<file path="config.mk">
export PLATFORM = sky130hd
export DESIGN_NAME = ac_codec_regacc
export DESIGN_NICKNAME = d
export VERILOG_FILES = /design/src/rtl/ac_regacc_pkg.sv /design/src/rtl/acc_slot_shadow.sv /design/src/rtl/acc_slot_build.sv /design/src/rtl/acc_cmd_fsm.sv /design/src/rtl/ac_codec_regacc.sv
export SDC_FILE = /design/constraint.sdc
export NUM_CORES = 1
export LEC_CHECK = 0
export CELL_PAD_IN_SITES_DETAIL_PLACEMENT = 2
export CELL_PAD_IN_SITES_GLOBAL_PLACEMENT = 2
export CORE_MARGIN = 2
export CORE_UTILIZATION = 30
export CTS_BUF_LIST = sky130_fd_sc_hd__clkbuf_4
export DETAILED_ROUTE_END_ITERATION = 10
export PLACE_DENSITY_LB_ADDON = 0.15
export SKIP_CTS_REPAIR_TIMING = 1
export SYNTH_ARGS = -nofsm -noshare
export SYNTH_HDL_FRONTEND = slang
export SYNTH_SLANG_ARGS = --single-unit
export TNS_END_PERCENT = 10
</file>
<file path="constraint.sdc">
create_clock -name clk -period 5.1 [get_ports clk]
set_input_delay 0.765 -clock clk [delete_from_list [all_inputs] [get_ports clk]]
set_output_delay 0.765 -clock clk [all_outputs]
set_load 0.005 [all_outputs]
</file>
<file path="src/rtl/ac_regacc_pkg.sv">
package ac_regacc_pkg;
  localparam int TAG_W  = 16;
  localparam int SLOT_W = 20;
  localparam int IDX_W  = 7;
  localparam int REG_W  = 16;
  localparam int PAD_W  = SLOT_W - REG_W;

  localparam int TAG_FRAME = 15;
  localparam int TAG_S1    = 14;
  localparam int TAG_S2    = 13;
  localparam int TAG_S12   = 3;

  typedef logic [1:0] codec_id_t;
  localparam codec_id_t CID_PRI = 2'b00;
  localparam codec_id_t CID_RSV = 2'b11;

  typedef enum logic [1:0] {
    ST_IDLE    = 2'd0,
    ST_WR_PEND = 2'd1,
    ST_RD_PEND = 2'd2,
    ST_RD_WAIT = 2'd3
  } acc_state_e;
endpackage

</file>
<file path="src/rtl/acc_slot_shadow.sv">
module acc_slot_shadow
  import ac_regacc_pkg::*;
#(
  parameter int NUM_CODECS = 3
) (
  input  logic             clk,
  input  logic             rst_n,
  input  logic             cap_en,
  input  codec_id_t        cap_codec,
  input  logic [REG_W-1:0] cap_data,
  input  logic             upd_en,
  input  codec_id_t        upd_codec,
  input  logic [REG_W-1:0] upd_data,
  input  codec_id_t        rd_codec,
  output logic [REG_W-1:0] rd_data
);
  logic [REG_W-1:0] copy_q [NUM_CODECS];
  logic [REG_W-1:0] copy_d [NUM_CODECS];

  for (genvar gi = 0; gi < NUM_CODECS; gi++) begin : g_copy
    localparam codec_id_t MY_ID = codec_id_t'(gi);

    // host write wins over a same-cycle capture
    always_comb begin
      copy_d[gi] = copy_q[gi];
      if (upd_en && (upd_codec == MY_ID)) begin
        copy_d[gi] = upd_data;
      end else if (cap_en && (cap_codec == MY_ID)) begin
        copy_d[gi] = cap_data;
      end
    end

    always_ff @(posedge clk or negedge rst_n) begin
      if (!rst_n) begin
        copy_q[gi] <= '0;
      end else begin
        copy_q[gi] <= copy_d[gi];
      end
    end
  end

  always_comb begin
    rd_data = '0;
    for (int i = 0; i < NUM_CODECS; i++) begin
      if (rd_codec == codec_id_t'(i)) begin
        rd_data = copy_q[i];
      end
    end
  end
endmodule

</file>
<file path="src/rtl/acc_slot_build.sv">
module acc_slot_build
  import ac_regacc_pkg::*;
(
  input  logic              cmd_present,
  input  logic              cmd_write,
  input  codec_id_t         cmd_codec,
  input  logic [IDX_W-1:0]  cmd_index,
  input  logic [REG_W-1:0]  cmd_data,
  output logic [TAG_W-1:0]  tx_tag,
  output logic [SLOT_W-1:0] tx_cmd_addr,
  output logic [SLOT_W-1:0] tx_cmd_data
);
  localparam int ADDR_PAD = SLOT_W - 1 - IDX_W;

  logic is_primary;

  always_comb begin
    is_primary  = (cmd_codec == CID_PRI);
    tx_tag      = '0;
    tx_cmd_addr = '0;
    tx_cmd_data = '0;
    if (cmd_present) begin
      tx_tag[TAG_FRAME] = 1'b1;
      tx_tag[TAG_S1]    = is_primary;
      tx_tag[TAG_S2]    = is_primary && cmd_write;
      tx_tag[1:0]       = cmd_codec;
      tx_cmd_addr       = {~cmd_write, cmd_index, {ADDR_PAD{1'b0}}};
      if (cmd_write) begin
        tx_cmd_data = {cmd_data, {PAD_W{1'b0}}};
      end
    end
  end
endmodule

</file>
<file path="src/rtl/acc_cmd_fsm.sv">
module acc_cmd_fsm
  import ac_regacc_pkg::*;
#(
  parameter int          ADDR_W     = 9,
  parameter int          TMO_W      = 8,
  parameter logic [6:0]  SHADOW_OFS = 7'h54
) (
  input  logic              clk,
  input  logic              rst_n,
  input  logic              req_valid,
  input  logic              req_write,
  input  logic [ADDR_W-1:0] req_addr,
  input  logic [REG_W-1:0]  req_wdata,
  input  logic [TMO_W-1:0]  tmo_frames,
  input  logic              frame_start,
  input  logic              rx_valid,
  input  logic              rx_s1_valid,
  input  logic              rx_s2_valid,
  input  logic [IDX_W-1:0]  rx_index,
  input  logic [REG_W-1:0]  rx_data,
  input  logic [REG_W-1:0]  shadow_rdata,
  output codec_id_t         req_codec,
  output logic              shadow_upd,
  output logic              busy,
  output logic              cmd_present,
  output logic              cmd_write,
  output codec_id_t         cmd_codec,
  output logic [IDX_W-1:0]  cmd_index,
  output logic [REG_W-1:0]  cmd_data,
  output logic              wr_done,
  output logic              rd_done,
  output logic              rd_timeout,
  output logic [REG_W-1:0]  rd_data
);
  localparam int CNT_W = TMO_W + 1;

  acc_state_e       state_q, state_d;
  logic             wr_q, wr_d;
  codec_id_t        cid_q, cid_d;
  logic [IDX_W-1:0] idx_q, idx_d;
  logic [REG_W-1:0] dat_q, dat_d;
  logic [CNT_W-1:0] cnt_q, cnt_d;
  logic             wr_done_q, wr_done_d;
  logic             rd_done_q, rd_done_d;
  logic             rd_tmo_q, rd_tmo_d;
  logic [REG_W-1:0] rd_data_q, rd_data_d;

  logic legal, accept, is_shadow, fast_rd, resp_match, tmo_hit;

  always_comb begin
    req_codec  = codec_id_t'(req_addr[ADDR_W-1 -: 2]);
    legal      = (req_codec != CID_RSV);
    is_shadow  = (req_addr[6:0] == SHADOW_OFS);
    accept     = req_valid && legal && (state_q == ST_IDLE);
    fast_rd    = accept && !req_write && is_shadow;
    shadow_upd = accept && req_write && is_shadow;
    resp_match = rx_valid && rx_s1_valid && rx_s2_valid && (rx_index == idx_q);
    tmo_hit    = (cnt_q + CNT_W'(1)) >= {1'b0, tmo_frames};
  end

  always_comb begin
    state_d   = state_q;
    wr_d      = wr_q;
    cid_d     = cid_q;
    idx_d     = idx_q;
    dat_d     = dat_q;
    cnt_d     = cnt_q;
    wr_done_d = 1'b0;
    rd_done_d = 1'b0;
    rd_tmo_d  = 1'b0;
    rd_data_d = rd_data_q;
    unique case (state_q)
      ST_IDLE: begin
        if (fast_rd) begin
          rd_done_d = 1'b1;
          rd_data_d = shadow_rdata;
        end else if (accept) begin
          wr_d      = req_write;
          cid_d     = req_codec;
          idx_d     = {req_addr[6:1], 1'b0};
          dat_d     = req_write ? req_wdata : '0;
          wr_done_d = req_write;
          state_d   = req_write ? ST_WR_PEND : ST_RD_PEND;
        end
      end
      ST_WR_PEND: begin
        if (frame_start) begin
          state_d = ST_IDLE;
        end
      end
      ST_RD_PEND: begin
        if (frame_start) begin
          cnt_d   = '0;
          state_d = ST_RD_WAIT;
        end
      end
      ST_RD_WAIT: begin
        if (resp_match) begin
          rd_done_d = 1'b1;
          rd_data_d = rx_data;
          state_d   = ST_IDLE;
        end else if (rx_valid) begin
          if (tmo_hit) begin
            rd_done_d = 1'b1;
            rd_tmo_d  = 1'b1;
            rd_data_d = '0;
            state_d   = ST_IDLE;
          end else begin
            cnt_d = cnt_q + CNT_W'(1);
          end
        end
      end
      default: state_d = ST_IDLE;
    endcase
  end

  always_ff @(posedge clk or negedge rst_n) begin
    if (!rst_n) begin
      state_q   <= ST_IDLE;
      wr_q      <= 1'b0;
      cid_q     <= CID_PRI;
      idx_q     <= '0;
      dat_q     <= '0;
      cnt_q     <= '0;
      wr_done_q <= 1'b0;
      rd_done_q <= 1'b0;
      rd_tmo_q  <= 1'b0;
      rd_data_q <= '0;
    end else begin
      state_q   <= state_d;
      wr_q      <= wr_d;
      cid_q     <= cid_d;
      idx_q     <= idx_d;
      dat_q     <= dat_d;
      cnt_q     <= cnt_d;
      wr_done_q <= wr_done_d;
      rd_done_q <= rd_done_d;
      rd_tmo_q  <= rd_tmo_d;
      rd_data_q <= rd_data_d;
    end
  end

  always_comb begin
    busy        = (state_q != ST_IDLE);
    cmd_present = (state_q == ST_WR_PEND) || (state_q == ST_RD_PEND);
    cmd_write   = wr_q;
    cmd_codec   = cid_q;
    cmd_index   = idx_q;
    cmd_data    = dat_q;
    wr_done     = wr_done_q;
    rd_done     = rd_done_q;
    rd_timeout  = rd_tmo_q;
    rd_data     = rd_data_q;
  end
endmodule

</file>
<file path="src/rtl/ac_codec_regacc.sv">
module ac_codec_regacc
  import ac_regacc_pkg::*;
#(
  parameter int         ADDR_W     = 9,
  parameter int         TMO_W      = 8,
  parameter int         NUM_CODECS = 3,
  parameter logic [6:0] SHADOW_OFS = 7'h54
) (
  input  logic              clk,
  input  logic              rst_n,
  input  logic              req_valid,
  input  logic              req_write,
  input  logic [ADDR_W-1:0] req_addr,
  input  logic [15:0]       req_wdata,
  input  logic [TMO_W-1:0]  tmo_frames,
  output logic              wr_done,
  output logic              rd_done,
  output logic              rd_timeout,
  output logic [15:0]       rd_data,
  output logic              busy,
  input  logic              frame_start,
  output logic [15:0]       tx_tag,
  output logic [19:0]       tx_cmd_addr,
  output logic [19:0]       tx_cmd_data,
  input  logic              rx_valid,
  input  logic [15:0]       rx_tag,
  input  logic [19:0]       rx_slot1,
  input  logic [19:0]       rx_slot2,
  input  logic [19:0]       rx_slot12
);
  codec_id_t        req_codec;
  logic             shadow_upd;
  logic [REG_W-1:0] shadow_rdata;
  logic             cmd_present, cmd_write;
  codec_id_t        cmd_codec;
  logic [IDX_W-1:0] cmd_index;
  logic [REG_W-1:0] cmd_data;
  logic             cap_en;

  logic unused_bits;
  assign unused_bits = ^{req_addr[0], rx_tag[12:4], rx_tag[2], rx_tag[15],
                         rx_slot1[19], rx_slot1[11:0], rx_slot2[3:0], rx_slot12[3:0]};

  assign cap_en = rx_valid && rx_tag[TAG_S12];

  acc_cmd_fsm #(
    .ADDR_W(ADDR_W), .TMO_W(TMO_W), .SHADOW_OFS(SHADOW_OFS)
  ) fsm_i (
    .clk, .rst_n, .req_valid, .req_write, .req_addr, .req_wdata, .tmo_frames,
    .frame_start, .rx_valid,
    .rx_s1_valid (rx_tag[TAG_S1]),
    .rx_s2_valid (rx_tag[TAG_S2]),
    .rx_index    (rx_slot1[18:12]),
    .rx_data     (rx_slot2[19:4]),
    .shadow_rdata, .req_codec, .shadow_upd, .busy,
    .cmd_present, .cmd_write, .cmd_codec, .cmd_index, .cmd_data,
    .wr_done, .rd_done, .rd_timeout, .rd_data
  );

  acc_slot_shadow #(.NUM_CODECS(NUM_CODECS)) shadow_i (
    .clk, .rst_n,
    .cap_en,
    .cap_codec (codec_id_t'(rx_tag[1:0])),
    .cap_data  (rx_slot12[19:4]),
    .upd_en    (shadow_upd),
    .upd_codec (req_codec),
    .upd_data  (req_wdata),
    .rd_codec  (req_codec),
    .rd_data   (shadow_rdata)
  );

  acc_slot_build build_i (
    .cmd_present, .cmd_write, .cmd_codec, .cmd_index, .cmd_data,
    .tx_tag, .tx_cmd_addr, .tx_cmd_data
  );
endmodule

</file>
==> results.yml, run 1 <==
drt:
  dr.pass1.iters: 4
  via_count: 4847
  final_antenna_net_count: 0
  route.final.wire_length_mm: 19.32
  viasPerCell: 4.921
  remaining_drc_errors: 0
  wire_per_inst_um: 19.61
  first_iter_violations: 184
grt:
  grt_pass1_vias: 5472
  grt_max_degree: 70
  track_usage: 0.1962
  grt-ovfl-total: 0
  antenna_found_initial: 1
  grt_pass1_wl_mm: 30.93
placed_design:
  gp_congestion: 0.7944
  port_buffers: 130
  placed_cells: 969
  hpwl_mm: 13.93
setup_path:
  cp.required_ps: 5500
  rrSetupSlack_ps: 1310
  cp-start-kind: "flop"
  critPathCaptureType: "flop"
  critPathMaxFanout: 16
  criticalPathCategory: "flop to flop"
  worst-endpoint-arrival_ps: 4190
pwr:
  internal-power_mw: 1.877
  p_leak_nw: 3.446
  seq_power_share: 0.423
  p_clk_frac: 0.130
  total_power_mw: 2.929
  swShare: 0.3591
  p_comb_frac: 0.447
  p_sw_mw: 1.052
  vdd_ir_drop_max_v: 0.0002462
  power_density_nw_per_um2: 391.6
floorplanning:
  io-pin-count: 191
  die_w_um: 144.6
  std_cell_rows: 51
  die-height_um: 144.6
  coreArea_um2: 19460
  design.die.area_um2: 20920
  start_util: 0.3049
yosys:
  synth_edf_count: 0
  synthCells: 598
  synth_cell_type_count: 54
  synth_ff_type: "dfrtp_1"
  synth_area_leaders: "dfrtp_1 43%, mux2i_1 11%, a21oi_1 4.2%"
  ys_seq_elements: 103
  async_flop_share: 1.000
  yosys_warnings: 0
  synth_top_area_share: 0.4344
  syn_area_um2: 5933
  avgSynthCellArea_um2: 9.922
  post-synth-top-area-cell: "dfrtp_1"
  ys_seq_area_frac: 0.4344
cells_and_area:
  layout_common_cells: "129 x clkdlybuf4s50_1, 103 x dfrtp_1, 64 x mux2i_1"
  final_common_cell: "clkdlybuf4s50_1"
  drive_gt1_frac: 0.08484
  n_fill_cell: 2096
  stdcell_count: 985
  final_nets: 844
  final_util: 0.3842
  synthToLayoutAreaGrowth_pct: 26.04
sta:
  whs_ps: 387.7
  fin_skew_ps: 26.26
  rsz0062_at_grt: "no"
  fin_crit_sh: 0.7429
  setup_viol: 0
  fmax_mhz: 263.9
  slew_headroom: 0.1774
  hold_viol_final: 0
  final.setup.tns_ps: 0
  period_needed_ps: 3789
  maxSlewViolCount: 0
  tightest_slew_ps: 1231
cts:
  root_buffer: "clkbuf_4"
  cts_made_buffers: 9
  cts_num_sinks: 103
  clock_latency_ps: 500
  htree_levels: 3
  cts_tree: "done"
  clkTransAtPathRegs_ps: 170
  cts_buffer_depth: 2
flow_run:
  maxCapViolations: 0
hold_path:
  hold_path.class: "input port to async pin"
outcome:
  status: "completed"
## state kept, by name, indices dropped and copies added, names as in the netlist, 2 cells and up
signal	cells
fsm_i.cmd_index	6
fsm_i.cmd_codec	2
fsm_i.cnt_q	9
fsm_i.state_q	2
fsm_i.cmd_data	16
shadow_i.copy_q	48
fsm_i.rd_data	16
## synthesized netlist by cell type (16+ instances only)
master      n
mux2i_1    64
a21oi_1    50
mux2_2     17
nor2_1     60
dfrtp_1   103
clkbuf_1   17
buf_4      29
a22o_1     18
o21ai_0    34
nand2_1    57
and3_1     18
inv_1      16
## final timing paths
kind,start,to,cells past startpoint
max,fsm_i.cnt_q[0],fsm_i.rd_data[2],11
min,rst_n,fsm_i.cnt_q[0],1
max reg2reg,fsm_i.cnt_q[0],fsm_i.rd_data[2],11
min reg2reg,fsm_i.cmd_data[1],fsm_i.cmd_data[1],1
max in group asynchronous,rst_n,fsm_i.cmd_data[2],2
min in group clk,fsm_i.cmd_data[1],fsm_i.cmd_data[1],1
## logic make-up (layout without fill, tap and decap cells)
| family | Yosys count | after routing | synth area share |
|---|---|---|---|
| multiplexers | 91 | 91 | 0.1655 |
| buffers and inverters | 75 | 169 | 0.07022 |
| other | 1 | 29 | 0.0006320 |
| XOR/XNOR | 14 | 14 | 0.02193 |
| adder cells (fa/ha/maj) | 14 | 14 | 0.02952 |
| AO/OA/AOI/OAI | 125 | 125 | 0.1331 |
| AND/OR/NAND/NOR | 175 | 175 | 0.1447 |
| flip-flops | 103 | 103 | 0.4344 |
## layer usage
metal	part of all wire	GRT usage	vias up
met5	0	0	-
met4	0.017	0.06132	0
met3	0.036	0.02616	15
met2	0.48	0.3240	104
met1	0.47	0.2673	2465
li1	-	-	2263
## cell type report
cell class | instances | area (um^2) | area share
Multi-Input combinational cell | 447 | 3055 | 0.4086
Sequential cell | 103 | 2577 | 0.3447
Timing Repair Buffer | 137 | 1351 | 0.1807
Tap cell | 265 | 331.6 | 0.04434
Clock buffer | 9 | 67.56 | 0.009035
Inverter | 17 | 63.81 | 0.008533
Clock inverter | 6 | 28.78 | 0.003848
Antenna cell | 1 | 2.502 | 0.0003346
## power by group through the flow
stage | Clock (mW) | Combinational (mW) | Sequential, mW
global placement | 0 | 1.27 | 1.24
detailed placement | 0 | 1.33 | 1.26
global route | 0.429 | 1.45 | 1.28
CTS | 0.398 | 1.33 | 1.24
finish | 0.381 | 1.31 | 1.24
floorplan | 0 | 0.793 | 1.20
## critical path: stages (launching register included)
cell      delay (ps)
dfrtp_1          500
ha_1             260
and3_1           260
nand3_1          110
xnor2_1          260
ha_1             320
a211oi_1         210
nand2_1          120
o311ai_1         320
o211ai_2         220
o21ai_4          660
mux2_2           420
## through the flow
step                      cell area (um^2)  setup WS [ps]
after floorplan                       6035           2149
after global placement                7380           1339
after detailed placement              7380           1205
after CTS                             7476           1256
after global routing                  7478           1036
final                                 7478           1311
(Power assumes the default switching activity.)
==> run 2: changes to the inputs <==
--- a/config.mk
+++ b/config.mk
@@ -8,7 +8,7 @@
 export CELL_PAD_IN_SITES_DETAIL_PLACEMENT = 2
 export CELL_PAD_IN_SITES_GLOBAL_PLACEMENT = 2
 export CORE_MARGIN = 2
-export CORE_UTILIZATION = 30
+export CORE_UTILIZATION = 26
 export CTS_BUF_LIST = sky130_fd_sc_hd__clkbuf_4
 export DETAILED_ROUTE_END_ITERATION = 10
 export PLACE_DENSITY_LB_ADDON = 0.15
==> constraint.sdc (replaced) <==
create_clock -name clk -period 3.3 [get_ports clk]
set_input_delay 0.495 -clock clk [delete_from_list [all_inputs] [get_ports clk]]
set_output_delay 0.495 -clock clk [all_outputs]
set_load 0.005 [all_outputs]
==> run 2 against run 1 <==
  * Clock power grew 84%
  * Cell area grew 3.8%
  * Setup slack lost 1200 ps
  * Register-to-register slack lost 1200 ps
  * Flip-flop and latch count is the same
  * Non-clock buffer count grew 15
  * Maximum frequency grew 18%
  * Via count grew 0.78%
  * Worst hold slack lost 370 ps
  * Critical path type unchanged
  * Largest cell class unchanged
  * Highest routed layer unchanged
==> results.yml, run 2 (synthesis results as in run 1) <==
grt:
  grt_pass1_wl_mm: 31.71
  grt_pass1_vias: 5497
  grt-ovfl-total: 0
  grt_max_degree: 58
  antenna_found_initial: 1
  track_usage: 0.1702
cells_and_area:
  final_nets: 859
  largest_reg_flops: 48
  final_common_cell: "clkdlybuf4s50_1"
  top_register: "shadow_i.copy_q"
  drive_gt1_frac: 0.1211
  layout_common_cells: "129 x clkdlybuf4s50_1, 103 x dfrtp_1, 64 x mux2i_1"
  stdcell_count: 1021
  synthToLayoutAreaGrowth_pct: 30.85
sta:
  maxSlewViolCount: 0
  rsz0062_at_grt: "yes"
  fmax_mhz: 311.6
  fin_crit_sh: 0.9725
  hold_viol_final: 0
  setup_viol: 0
  slew_headroom: 0.4053
  fin_skew_ps: 27.62
  whs_ps: 17.64
  period_needed_ps: 3209
  final.setup.worst_slack_ps: 90.85
  tightest_slew_ps: 892.0
cts:
  htree_levels: 3
  clock_latency_ps: 480
  cts_buffer_depth: 2
  root_buffer: "clkbuf_4"
  cts_tree: "done"
  clkTransAtPathRegs_ps: 170
  cts_num_sinks: 103
  cts_made_buffers: 9
setup_path:
  slowest_stage: "dfrtp_1"
  reg2reg_depth: 12
  rrSetupSlack_ps: 90
  cp-start-kind: "flop"
  rr_startpoint: "fsm_i.cnt_q[1]"
  cp_num_buf_inv: 1
  worstPathCellList: "ha_2 -> and3_4 -> nand3_2 -> xnor2_2 -> ha_4 -> a211oi_2 -> nand2_2 -> o311ai_4 -> o211ai_2 -> o21ai_4 -> clkbuf_16 -> mux2_4"
  regToRegEndpoint: "fsm_i.rd_data[9]"
  cpPeakStageDelay_ps: 440
  critPathCaptureType: "flop"
  cpLargestDelayFamily: "compound AO/OA/AOI/OAI gates"
  criticalPathCategory: "flop to flop"
  cp.required_ps: 3680
  worst-endpoint-arrival_ps: 3590
  critPathMaxFanout: 8
floorplanning:
  design.die.area_um2: 24040
  start_util: 0.2637
  std_cell_rows: 55
  die-height_um: 155.1
  die_w_um: 155.1
  io-pin-count: 191
  coreArea_um2: 22500
placed_design:
  gp_congestion: 0.7892
  hpwl_mm: 14.50
  place_ws_ps: 104.7
  port_buffers: 130
  placed_cells: 999
drt:
  wire_per_inst_um: 19.79
  final_antenna_net_count: 0
  route.final.wire_length_mm: 20.21
  viasPerCell: 4.785
  first_iter_violations: 142
  dr.pass1.iters: 4
  via_count: 4885
  remaining_drc_errors: 0
outcome:
  status: "completed"
hold_path:
  hold_path.class: "input port to async pin"
pwr:
  power_density_nw_per_um2: 617.7
  vdd_ir_drop_max_v: 0.0002805
  p_leak_nw: 3.548
flow_run:
  maxCapViolations: 0
-- run 2: final cells by class --
class                   count  area, um^2
multi-input cells         447        3118
flip-flops and latches    103        2577
clock inverters             7       71.32
well taps                 285       356.6
repair buffers            152        1506
inverters                  17       63.81
fillers                  2497       14740
clock buffers               9       67.56
diodes                      1       2.502
-- run 2: metal layers --
metal,track usage,up-vias,share of wire
met5,0,-,0
met4,0.04453,0,0.011
li1,-,2293,-
met3,0.02284,14,0.033
met1,0.2288,2475,0.47
met2,0.2889,103,0.49
-- run 2: metrics by stage --
| step | utilization | TNS, ps | cell area [um^2] | power (mW) |
|---|---|---|---|---|
| 3_3_place_gp | 0.3335 | 0 | 7505 | 3.981 |
| 6_report | 0.3450 | 0 | 7764 | 4.795 |
| 4_1_cts | 0.3397 | 0 | 7644 | 4.802 |
| 5_1_grt | 0.3450 | -948.6 | 7764 | 5.153 |
| 3_5_place_dp | 0.3335 | 0 | 7505 | 4.073 |
| 2_1_floorplan | - | 0 | 6035 | 3.074 |
-- run 2: worst max-delay path by stage --
stage / from / endpoint / slack (ps) / cells after the start
5_1_grt: fsm_i.cnt_q[1] / fsm_i.rd_data[8] / -80 / 12
6_report: fsm_i.cnt_q[1] / fsm_i.rd_data[9] / 90 / 12
3_5_place_dp: fsm_i.cnt_q[1] / fsm_i.rd_data[0] / 100 / 12
2_1_floorplan: fsm_i.cnt_q[0] / fsm_i.rd_data[10] / 350 / 12
4_1_cts: fsm_i.cnt_q[1] / fsm_i.rd_data[1] / 20 / 12
3_3_place_gp: fsm_i.cnt_q[1] / fsm_i.rd_data[3] / 140 / 12
-- run 2: power breakdown --
group          switching (mW)  internal [mW]
Sequential              0.266           1.64
Clock                   0.469          0.231
Combinational           0.963           1.22
